<file path="src/rtl/psram_wr_pkg.sv">
package psram_wr_pkg;
  typedef enum logic [1:0] {
    ST_IDLE = 2'd0,
    ST_ADDR = 2'd1,
    ST_WAIT = 2'd2,
    ST_BEAT = 2'd3
  } wr_state_e;
endpackage

</file>
<file path="src/rtl/psram_wr_seq.sv">
module psram_wr_seq
  import psram_wr_pkg::*;
#(
  parameter int AW  = 22,
  parameter int DW  = 16,
  parameter int NB  = 2,
  parameter int BL  = 4,
  parameter int LAT = 5
) (
  input  logic                clk,
  input  logic                rst_n,
  input  logic                req_valid,
  input  logic [AW-1:0]       req_addr,
  input  logic [BL*DW-1:0]    req_data,
  input  logic [BL*NB-1:0]    req_be,
  input  logic                chain_ok,
  output logic                req_ready,
  output wr_state_e           st_o,
  output logic [((BL > 1) ? $clog2(BL) : 1)-1:0] beat_o,
  output logic                last_o,
  output logic [AW-1:0]       cap_addr,
  output logic [BL*DW-1:0]    cap_data,
  output logic [BL*NB-1:0]    cap_be
);
  localparam int BW = (BL > 1) ? $clog2(BL) : 1;
  localparam int LW = $clog2(LAT);

  wr_state_e       st_q, st_d;
  logic [LW-1:0]   wcnt_q, wcnt_d;
  logic [BW-1:0]   beat_q, beat_d;
  logic            last_beat;
  logic            take;

  assign last_beat = (st_q == ST_BEAT) && (beat_q == BW'(BL - 1));
  assign req_ready = (st_q == ST_IDLE) || (last_beat && chain_ok);
  assign take      = req_valid && req_ready;

  always_comb begin
    st_d   = st_q;
    wcnt_d = wcnt_q;
    beat_d = beat_q;
    unique case (st_q)
      ST_IDLE: if (take) st_d = ST_ADDR;
      ST_ADDR: begin
        st_d   = ST_WAIT;
        wcnt_d = LW'(1);
      end
      ST_WAIT: begin
        if (wcnt_q == LW'(LAT - 1)) begin
          st_d   = ST_BEAT;
          beat_d = '0;
        end else begin
          wcnt_d = wcnt_q + LW'(1);
        end
      end
      ST_BEAT: begin
        if (last_beat) st_d = take ? ST_ADDR : ST_IDLE;
        else           beat_d = beat_q + BW'(1);
      end
      default: st_d = ST_IDLE;
    endcase
  end

  always_ff @(posedge clk or negedge rst_n) begin
    if (!rst_n) begin
      st_q   <= ST_IDLE;
      wcnt_q <= '0;
      beat_q <= '0;
    end else begin
      st_q   <= st_d;
      wcnt_q <= wcnt_d;
      beat_q <= beat_d;
    end
  end

  // request capture, enabled only on acceptance
  always_ff @(posedge clk) begin
    if (take) begin
      cap_addr <= req_addr;
      cap_data <= req_data;
      cap_be   <= req_be;
    end
  end

  assign st_o   = st_q;
  assign beat_o = beat_q;
  assign last_o = last_beat;

  // the address phase lasts a single cycle
  p_addr_once_r2: assert property (@(posedge clk) disable iff (!rst_n)
    (st_q == ST_ADDR) |=> (st_q == ST_WAIT));
  // acceptance always leads to an address phase
  p_accept_r6: assert property (@(posedge clk) disable iff (!rst_n)
    (req_valid && req_ready) |=> (st_q == ST_ADDR));
  // beats advance one word per clock
  p_beat_step_r3: assert property (@(posedge clk) disable iff (!rst_n)
    (st_q == ST_BEAT && !last_beat) |=> (st_q == ST_BEAT && beat_q == $past(beat_q) + BW'(1)));
  // a permitted chained request skips idle
  p_chain_r7: assert property (@(posedge clk) disable iff (!rst_n)
    (last_beat && req_valid && chain_ok) |=> (st_q == ST_ADDR));
  // without a request the controller releases the memory
  p_release_r9: assert property (@(posedge clk) disable iff (!rst_n)
    (last_beat && !req_valid) |=> (st_q == ST_IDLE));
endmodule

</file>
<file path="src/rtl/psram_wr_guard.sv">
module psram_wr_guard #(
  parameter int MAX_CYC   = 312,
  parameter int BURST_CYC = 9
) (
  input  logic clk,
  input  logic rst_n,
  input  logic active,
  output logic chain_ok
);
  localparam int WW = $clog2(MAX_CYC + 1);

  logic [WW-1:0] win_q, win_d;

  always_comb begin
    if (!active)                      win_d = '0;
    else if (win_q == WW'(MAX_CYC))   win_d = win_q;
    else                              win_d = win_q + WW'(1);
  end

  always_ff @(posedge clk or negedge rst_n) begin
    if (!rst_n) win_q <= '0;
    else        win_q <= win_d;
  end

  // low run including this cycle, plus one more burst, must fit the ceiling
  assign chain_ok = (32'(win_q) + 32'd1 + 32'(BURST_CYC)) <= 32'(MAX_CYC);

  // chip-select low run stays within the ceiling
  p_window_r8: assert property (@(posedge clk) disable iff (!rst_n)
    active |-> (32'(win_q) < 32'(MAX_CYC)));
  // the window restarts after every release
  p_window_clear_r8: assert property (@(posedge clk) disable iff (!rst_n)
    !active |=> (win_q == '0));
endmodule

</file>
<file path="src/rtl/psram_wr_beat.sv">
module psram_wr_beat #(
  parameter int DW = 16,
  parameter int NB = 2,
  parameter int BL = 4
) (
  input  logic                beat_en,
  input  logic [((BL > 1) ? $clog2(BL) : 1)-1:0] beat_idx,
  input  logic [BL*DW-1:0]    cap_data,
  input  logic [BL*NB-1:0]    cap_be,
  output logic [DW-1:0]       dq,
  output logic                dq_oe,
  output logic [NB-1:0]       mask_n
);
  logic [DW-1:0] word;
  logic [NB-1:0] be_sel;

  assign word   = cap_data[beat_idx*DW +: DW];
  assign be_sel = cap_be[beat_idx*NB +: NB];
  assign dq     = beat_en ? word : '0;
  assign dq_oe  = beat_en;

  for (genvar g = 0; g < NB; g++) begin : g_mask
    assign mask_n[g] = !(beat_en && be_sel[g]);
  end
endmodule

</file>
<file path="src/rtl/psram_burst_wr.sv">
module psram_burst_wr
  import psram_wr_pkg::*;
#(
  parameter int CLK_MHZ = 125,
  parameter int AW      = 22,
  parameter int DW      = 16,
  parameter int BL      = 4,
  parameter int LAT     = 5
) (
  input  logic                   clk,
  input  logic                   rst_n,
  input  logic                   req_valid,
  output logic                   req_ready,
  input  logic [AW-1:0]          req_addr,
  input  logic [BL*DW-1:0]       req_data,
  input  logic [BL*(DW/8)-1:0]   req_be,
  output logic                   mem_cs_n,
  output logic                   mem_adv_n,
  output logic                   mem_we_n,
  output logic                   mem_oe_n,
  output logic [AW-1:0]          mem_addr,
  output logic [(DW/8)-1:0]      mem_bytemask_n,
  output logic [DW-1:0]          mem_dq,
  output logic                   mem_dq_oe
);
  localparam int NB        = DW / 8;
  localparam int BW        = (BL > 1) ? $clog2(BL) : 1;
  localparam int MAX_CYC   = (CLK_MHZ * 2500) / 1000;
  localparam int BURST_CYC = LAT + BL;

  logic [1:0]       rs_q;
  logic             rst_int_n;
  wr_state_e        st;
  logic [BW-1:0]    beat;
  logic             last;
  logic             chain_ok;
  logic [AW-1:0]    cap_addr;
  logic [BL*DW-1:0] cap_data;
  logic [BL*NB-1:0] cap_be;

  // asynchronous assertion, synchronous release
  always_ff @(posedge clk or negedge rst_n) begin
    if (!rst_n) rs_q <= '0;
    else        rs_q <= {rs_q[0], 1'b1};
  end
  assign rst_int_n = rs_q[1];

  psram_wr_seq #(.AW(AW), .DW(DW), .NB(NB), .BL(BL), .LAT(LAT)) i_seq (
    .clk(clk), .rst_n(rst_int_n), .req_valid(req_valid), .req_addr(req_addr),
    .req_data(req_data), .req_be(req_be), .chain_ok(chain_ok), .req_ready(req_ready),
    .st_o(st), .beat_o(beat), .last_o(last),
    .cap_addr(cap_addr), .cap_data(cap_data), .cap_be(cap_be)
  );

  psram_wr_guard #(.MAX_CYC(MAX_CYC), .BURST_CYC(BURST_CYC)) i_guard (
    .clk(clk), .rst_n(rst_int_n), .active(st != ST_IDLE), .chain_ok(chain_ok)
  );

  psram_wr_beat #(.DW(DW), .NB(NB), .BL(BL)) i_beat (
    .beat_en(st == ST_BEAT), .beat_idx(beat), .cap_data(cap_data), .cap_be(cap_be),
    .dq(mem_dq), .dq_oe(mem_dq_oe), .mask_n(mem_bytemask_n)
  );

  assign mem_cs_n  = (st == ST_IDLE);
  assign mem_adv_n = (st != ST_ADDR);
  assign mem_we_n  = (st != ST_ADDR);
  assign mem_oe_n  = 1'b1;
  assign mem_addr  = (st == ST_ADDR) ? cap_addr : '0;

  // data drive only inside a selected burst
  p_bus_in_cs_r5: assert property (@(posedge clk) disable iff (!rst_int_n)
    mem_dq_oe |-> !mem_cs_n);
  // masks closed whenever no beat is on the bus
  p_mask_idle_r4: assert property (@(posedge clk) disable iff (!rst_int_n)
    !mem_dq_oe |-> (&mem_bytemask_n));
  // the last beat is followed by a new strobe or by release
  p_after_last_r3: assert property (@(posedge clk) disable iff (!rst_int_n)
    last |=> (!mem_adv_n || mem_cs_n));
endmodule

</file>
<file path="config.mk">
export PLATFORM = sky130hd
export DESIGN_NAME = psram_burst_wr
export DESIGN_NICKNAME = d
export VERILOG_FILES = /design/src/rtl/psram_wr_pkg.sv /design/src/rtl/psram_wr_seq.sv /design/src/rtl/psram_wr_guard.sv /design/src/rtl/psram_wr_beat.sv /design/src/rtl/psram_burst_wr.sv
export SDC_FILE = /design/constraint.sdc
export NUM_CORES = 1
export LEC_CHECK = 0
export BUFFER_PORTS_ARGS = -buffer_cell sky130_fd_sc_hd__buf_2
export CAP_MARGIN = 15
export CORE_UTILIZATION = 35
export DETAILED_ROUTE_END_ITERATION = 10
export PLACE_DENSITY = 0.6
export SETUP_SLACK_MARGIN = 0.02
export SYNTH_ARGS = -nofsm -noshare
export SYNTH_HDL_FRONTEND = slang
export SYNTH_SLANG_ARGS = --single-unit
</file>
<file path="constraint.sdc">
create_clock -name clk -period 2.44 [get_ports clk]
set_input_delay 0.488 -clock clk [delete_from_list [all_inputs] [get_ports clk]]
set_output_delay 0.488 -clock clk [all_outputs]
set_load 0.02 [all_outputs]
</file>
; ---- Yosys cells after proc, flatten, opt, wreduce, memory -nomap -nowiden
; Cells that the tools add are included.
[classes]
order_cmp = 1
n_div = 0
eq_ne = 13
multipliers = 0
shifts = 2
n_reduce_logical = 15
add_sub_neg = 5
mux = 14
bitwise = 0
[op_table]
columns = operator, n
row1 = 64-bit by 7-bit variable part select with 16-bit output, 1
row2 = 32-bit by 4-bit adder with 32-bit output (second input constant), 1
row3 = 32-bit by 9-bit less-or-equal comparator with 1-bit output (second input constant), 1
row4 = 22-bit 2-to-1 mux, 1
row5 = 9-bit 2-to-1 mux, 2
row6 = 16-bit 2-to-1 mux, 1
row7 = 9-bit by 1-bit adder with 10-bit output (second input constant), 1
row8 = 2-bit 2-to-1 mux, 5
row9 = 9-bit by 1-bit adder with 9-bit output (second input constant), 1
row10 = 9-bit equality test (second input constant), 1
row11 = 2-bit inequality test (second input constant), 4
row12 = 2-bit one-hot mux with 4 select lines, 1
row13 = 8-bit by 4-bit variable part select with 2-bit output, 1
row14 = 2-bit equality test (second input constant), 3
row15 = 2-bit by 1-bit inequality test with 1-bit output (second input constant), 3
row16 = 3-bit one-hot mux with 2 select lines, 1
row17 = 3-bit AND reduction, 2
row18 = 2-bit nonzero test, 3
row19 = 1-bit logical AND, 5
row20 = 2-bit one-hot mux with 2 select lines, 1
row21 = 3-bit by 1-bit adder with 3-bit output (second input constant), 1
row22 = 3-bit equality test (second input constant), 1
row23 = 3-bit 2-to-1 mux, 1
row24 = 2-bit by 1-bit adder with 2-bit output (second input constant), 1
row25 = other kinds (6), 7
[word_totals]
mem_bits_ro = 0
ff_bits = 112
mem_bits_rw = 0
latch_bits = 0
inputBits = 97
n_memories = 0

; ---- Logic depth before layout (Yosys ltp)
[logic_depth]
depth_word = 9
ltp_mapped = 9
mapped_depth_nobuf = 9

; ---- Hierarchy
; From an unflattened synthesis, not the netlist that was laid out.
[unflattened]
hier_cells = 308
area_unflattened_um2 = 4840.9
[modules_own_cells]
columns = mod, cells_each, n_inst, area_per_inst_um2, seq_area_each_um2
row1 = psram_wr_seq, 147, 1, 3337.0, 2997.9
row2 = psram_wr_guard, 64, 1, 614.3, 225.2
row3 = psram_wr_beat, 62, 1, 560.5, 0.0
row4 = psram_burst_wr, 35, 1, 329.1, 50.0

; ---- Worst setup path before layout
; Ideal clock, no wire load.
[synth_path]
kind = register to register
start = register i_guard.win_q[0]
end = register i_seq.cap_addr[0], enable pin
n_path_buf = 0
stages_incl_launch_ff = 10
setup_slack_ps = -2362
arrival_time_ps = 4339
period_less_slack_ps = 4802
cell_sequence = dfrtp_1 > inv_1 > ha_1 > nand3b_1 > o21ai_2 > a211oi_4 > o22ai_1 > a211o_1 > a211oi_2 > and2_1
[synth_between]
elab_chain_cells = 6
[synth_rtl]
columns = item, line_no
row1 = from (decl), psram_wr_guard.sv:12  ; logic [WW-1:0] win_q, win_d;
row2 = from (signal assigned), psram_wr_guard.sv:22  ; else win_q <= win_d;
row3 = 9-bit by 1-bit adder with 10-bit output, psram_wr_guard.sv:26  ; assign chain_ok = (32'(win_q) + 32'd1 + 32'(BURST_CYC)) <= 32'(MAX_CYC);
row4 = 32-bit by 4-bit adder with 32-bit output, psram_wr_guard.sv:26
row5 = 32-bit by 9-bit less-or-equal comparator with 1-bit output, psram_wr_guard.sv:26
row6 = 1-bit logical AND, psram_wr_seq.sv:35  ; assign req_ready = (st_q == ST_IDLE) || (last_beat && chain_ok);
row7 = 1-bit logical OR, psram_wr_seq.sv:35
row8 = via req_ready, psram_burst_wr.sv:13  ; output logic req_ready,
row9 = 1-bit logical AND, psram_wr_seq.sv:36  ; assign take = req_valid && req_ready;
row10 = via i_seq.take, psram_wr_seq.sv:32  ; logic take;
row11 = to (signal assigned), psram_wr_seq.sv:79  ; cap_addr <= req_addr;
row12 = to (decl), psram_wr_seq.sv:21  ; output logic [AW-1:0] cap_addr,
; The timed path passes the listed nets, and every way through them passes these cells.
; A chain may end at the register's enable or synchronous reset.

; ---- Worst setup path after layout
[layout_path]
start = register i_guard.win_q[0]
end = output port req_ready
[layout_between]
elab_chain_cells = 5
[layout_rtl]
columns = item, line_no
row1 = 9-bit by 1-bit adder with 10-bit output, psram_wr_guard.sv:26
row2 = 32-bit by 4-bit adder with 32-bit output, psram_wr_guard.sv:26
row3 = 32-bit by 9-bit less-or-equal comparator with 1-bit output, psram_wr_guard.sv:26
row4 = 1-bit logical AND, psram_wr_seq.sv:35
row5 = 1-bit logical OR, psram_wr_seq.sv:35
row6 = to (decl), psram_burst_wr.sv:13
; No other way between the ends.

==> results.py <==
metrics = {
    "setup_path": {
        "path_common_cell": "buf_4",
        "cp_slowest_cell": "dfrtp_2",
        "crit_required_ns": 1.95,
        "critical_path_class": "flip-flop to output pin",
        "end_kind": "output pin",
        "cpPeakStageDelay_ns": 0.45,
        "worstPathArrival_ns": 2.52,
        "path_max_fanout": 5,
        "worst_setup_path_start_kind": "flip-flop",
        "cp_cell_sequence": "ha_4, xor2_4, a21oi_2, o221ai_2, nor4b_4, buf_4, mux2i_2, a211oi_4, buf_4, buf_6",
    },
    "clock_network": {
        "cts_num_sinks": 112,
        "clk_pin_slew_ns": 0.07,
        "worstSkewPairLatency_ns": 0.34,
        "cts_buffers": 9,
        "cts_tree": "built",
        "ctsHtreeMaxLevel": 3,
        "cts_max_path_buffers": 2,
        "clockRootBuffer": "clkbuf_16",
    },
    "yosys": {
        "synth_fa_ha_area_share_pct": 2.87,
        "synth_cells": 297,
        "synth_area_um2": 4790,
        "synthFlopType": "edfxtp_1",
        "synth_edf_count": 94,
        "ys_seq_area_share_pct": 68.3,
        "async_reset_ff_share_pct": 16.1,
        "yosys.area.top_type": "edfxtp_1",
        "synthMuxAreaShare_pct": 9.11,
        "synth_simple_gate_area_share_pct": 11.6,
        "synth-xor-area-share_pct": 1.44,
        "avgSynthCellArea_um2": 16.1,
        "yosysTopAreaCellShare_pct": 58.9,
        "synth_cell_type_count": 53,
        "synth-compound-area-share_pct": 4.49,
        "ys_ff_latch": 112,
        "synth_top_family_by_area": "simple AND/OR/NAND/NOR gates",
        "ys_warn_count": 0,
        "synth_area_leaders": "edfxtp_1, dfrtp_1, mux4_2",
    },
    "layout": {
        "ff_latch_area_um2": 3280,
        "multi_input_area_um2": 1540,
        "fillers": 1119,
        "syn_to_final_growth_pct": 42.5,
        "instances_no_fill": 672,
        "fin_nets": 599,
        "final_layout_size_suffix_gt1_share_pct": 51.2,
        "antennaDiodeCount": 0,
        "fin_util_pct": 51.4,
    },
    "floorplan": {
        "core.rowCount": 42,
        "die_w_um": 119,
        "die_y_um": 119,
        "start_util_pct": 36.0,
        "coreArea_um2": 13300,
        "die_area_um2": 14200,
        "pin_count": 143,
    },
    "grt": {
        "grt_pass1_vias": 3287,
        "antenna_found_initial": 0,
        "overflow": 0,
        "grtUsageMet1_pct": 18.4,
        "grt_start_max_net_pins": 26,
        "use_met2_pct": 26.6,
        "grt_pass1_wl_um": 16300,
        "grt_usage_pct": 15.1,
        "grt_use_met3_pct": 2.78,
        "busiest_layer": "met2",
    },
    "timing": {
        "period_needed_ns": 3.01,
        "finalWorstSetupSlack_ns": -0.573,
        "finalSetupTns_ns": -34.29,
        "hold_violations": 0,
        "worst_pin_slew_ns": 0.647,
        "skew_ns": 0.00847,
        "timing.fmax_ghz": 0.332,
        "grt_setup_unrepaired": "true",
        "finalSetupViolations": 95,
        "period_share_pct": 123,
        "report.final.slew_viol_count": 0,
        "whs_ns": 0.269,
        "maxSlewHeadroom_pct": 56.8,
    },
    "routing": {
        "viasPerCell": 4.58,
        "drt_iter0_markers": 155,
        "post_drt_wl_per_cell_um": 15.2,
        "ant_nets": 0,
        "vias": 3080,
        "drtPass1Iterations": 4,
        "routed_wl_um": 10200,
        "drc": 0,
    },
    "placed_design": {
        "dp_slack_ns": -0.307,
        "dpl.hpwl_um": 7170,
        "dp_cells": 632,
        "numPortBuffers": 141,
        "gp_congestion": 0.876,
    },
    "run_status": {
        "status": "complete, but fails checks",
        "violations": "setup timing",
    },
    "pwr": {
        "p_leak_uw": 0.00281,
        "p_per_area_nw_per_um2": 1110,
        "vdd_drop_max_mv": 0.613,
    },
    "run": {
        "timing.max_cap.violations": 0,
    },
    "min_path": {
        "timing.hold.worst.class": "flip-flop to asynchronous set/reset pin",
    },
}
## cell usage after synthesis, types with 2 or more instances
library cell,instances
nor2_1,12
a211o_1,2
nand3b_1,3
clkbuf_1,8
mux4_2,18
buf_4,2
ha_1,11
and2_1,39
nand3_1,4
o21ai_1,2
edfxtp_1,94
nor4_1,2
nand2_1,18
xor2_1,4
a21oi_1,4
a31oi_1,2
or3_1,2
o21ai_0,5
a22o_1,2
inv_1,7
nand2b_1,3
nor2b_1,3
mux2i_1,2
dfrtp_1,18
xnor2_1,2
## what timing repair did
action	4_1_cts	5_1_grt
hold endpoints to repair	2	0
pin swaps	5	1
gates cloned	9	0
hold buffers	1	0
setup endpoints to repair	96	96
setup buffers	11	3
resized for setup	26	6
## cells by family (layout without fill, tap and decap cells)
logic type,count (synthesis),count (layout)
muxes,21,21
adders and majority gates,11,11
AOI/OAI and AO/OA,28,28
and+or+nand+nor,96,96
other,1,2
buffers and inverters,21,219
xor gates and xnor gates,7,7
DFF,112,112
## cell usage in the layout (no fill, tap or decap), types with 3 or more instances in the layout
| cell | n |
|---|---|
| a21oi_1 | 3 |
| inv_1 | 6 |
| nor2b_1 | 3 |
| edfxtp_1 | 94 |
| mux4_2 | 18 |
| dfrtp_1 | 15 |
| clkbuf_16 | 9 |
| xor2_1 | 3 |
| ha_1 | 8 |
| buf_12 | 10 |
| ha_4 | 3 |
| buf_4 | 30 |
| and2_1 | 38 |
| nand2_1 | 18 |
| dfrtp_2 | 3 |
| nor2_1 | 11 |
| nand3_1 | 4 |
| buf_2 | 140 |
| o21ai_0 | 5 |
| buf_6 | 4 |
| nand2b_1 | 3 |
| buf_16 | 9 |
| nand3b_1 | 3 |
## report_power, final
part | switching [uW] | internal (uW) | total, uW
sequential | 169 | 2550 | 2720
clock | 624 | 854 | 1480
combinational | 1670 | 1700 | 3380
## metal layers
layer	share of wire (%)	wire, um	vias to the layer above
met5	0	0	-
met1	42	4310	1477
li1	-	-	1501
met2	52	5290	89
met3	4.2	424	13
met4	1.6	161	0
## critical path, delay by kind of cell, from the launching register on
kind / cells / cell delay, ns
buf+inv: 3 / 0.46
flops: 1 / 0.45
compound gates: 3 / 0.35
simple gates: 1 / 0.29
mux: 1 / 0.26
fa+ha+maj: 1 / 0.21
xor+xnor: 1 / 0.16
## per-stage QoR
| step | cell area (um^2) | total power (uW) |
|---|---|---|
| 5_1_grt | 6830 | 8010 |
| 2_1_floorplan | 4870 | 4560 |
| 6_report | 6830 | 7570 |
| 3_3_place_gp | 6010 | 5500 |
| 4_1_cts | 6760 | 7600 |
| 3_5_place_dp | 6010 | 5550 |
## sequential cells by signal, summed over array words and instances (netlist names)
name	cells
i_guard.win_q	9
i_seq.beat_o	2
i_seq.cap_addr	22
i_seq.cap_be	8
i_seq.cap_data	64
i_seq.st_o	2
i_seq.wcnt_q	3
rs_q	2
## worst paths after layout
check / end / cells past startpoint / slack, ns / startpoint
worst min register to register: i_guard.win_q[1]$_DFFE_PN0P_ / 0 / 0.27 / rs_q[1]$_DFF_PN0_
worst min-delay path: i_guard.win_q[1]$_DFFE_PN0P_ / 0 / 0.27 / rs_q[1]$_DFF_PN0_
worst max-delay path: req_ready / 10 / -0.57 / i_guard.win_q[0]$_DFFE_PN0P_
worst max register to register: i_seq.cap_data[4]$_DFFE_PP_ / 13 / -0.43 / i_guard.win_q[0]$_DFFE_PN0P_
max in group asynchronous: i_guard.win_q[0]$_DFFE_PN0P_ / 0 / 1.71 / rs_q[1]$_DFF_PN0_
min in group clk: i_seq.cap_data[40]$_DFFE_PP_ / 1 / 0.32 / req_data[40]
## cell type report
type | instances | area share, %
tap | 176 | 3.22
multi-input combinational | 165 | 22.5
clock buffer | 12 | 3.76
inverter | 7 | 0.421
sequential | 112 | 48.0
timing repair buffer | 196 | 21.4
clock inverter | 4 | 0.751
No activity file was read; power rests on OpenSTA's default activity.
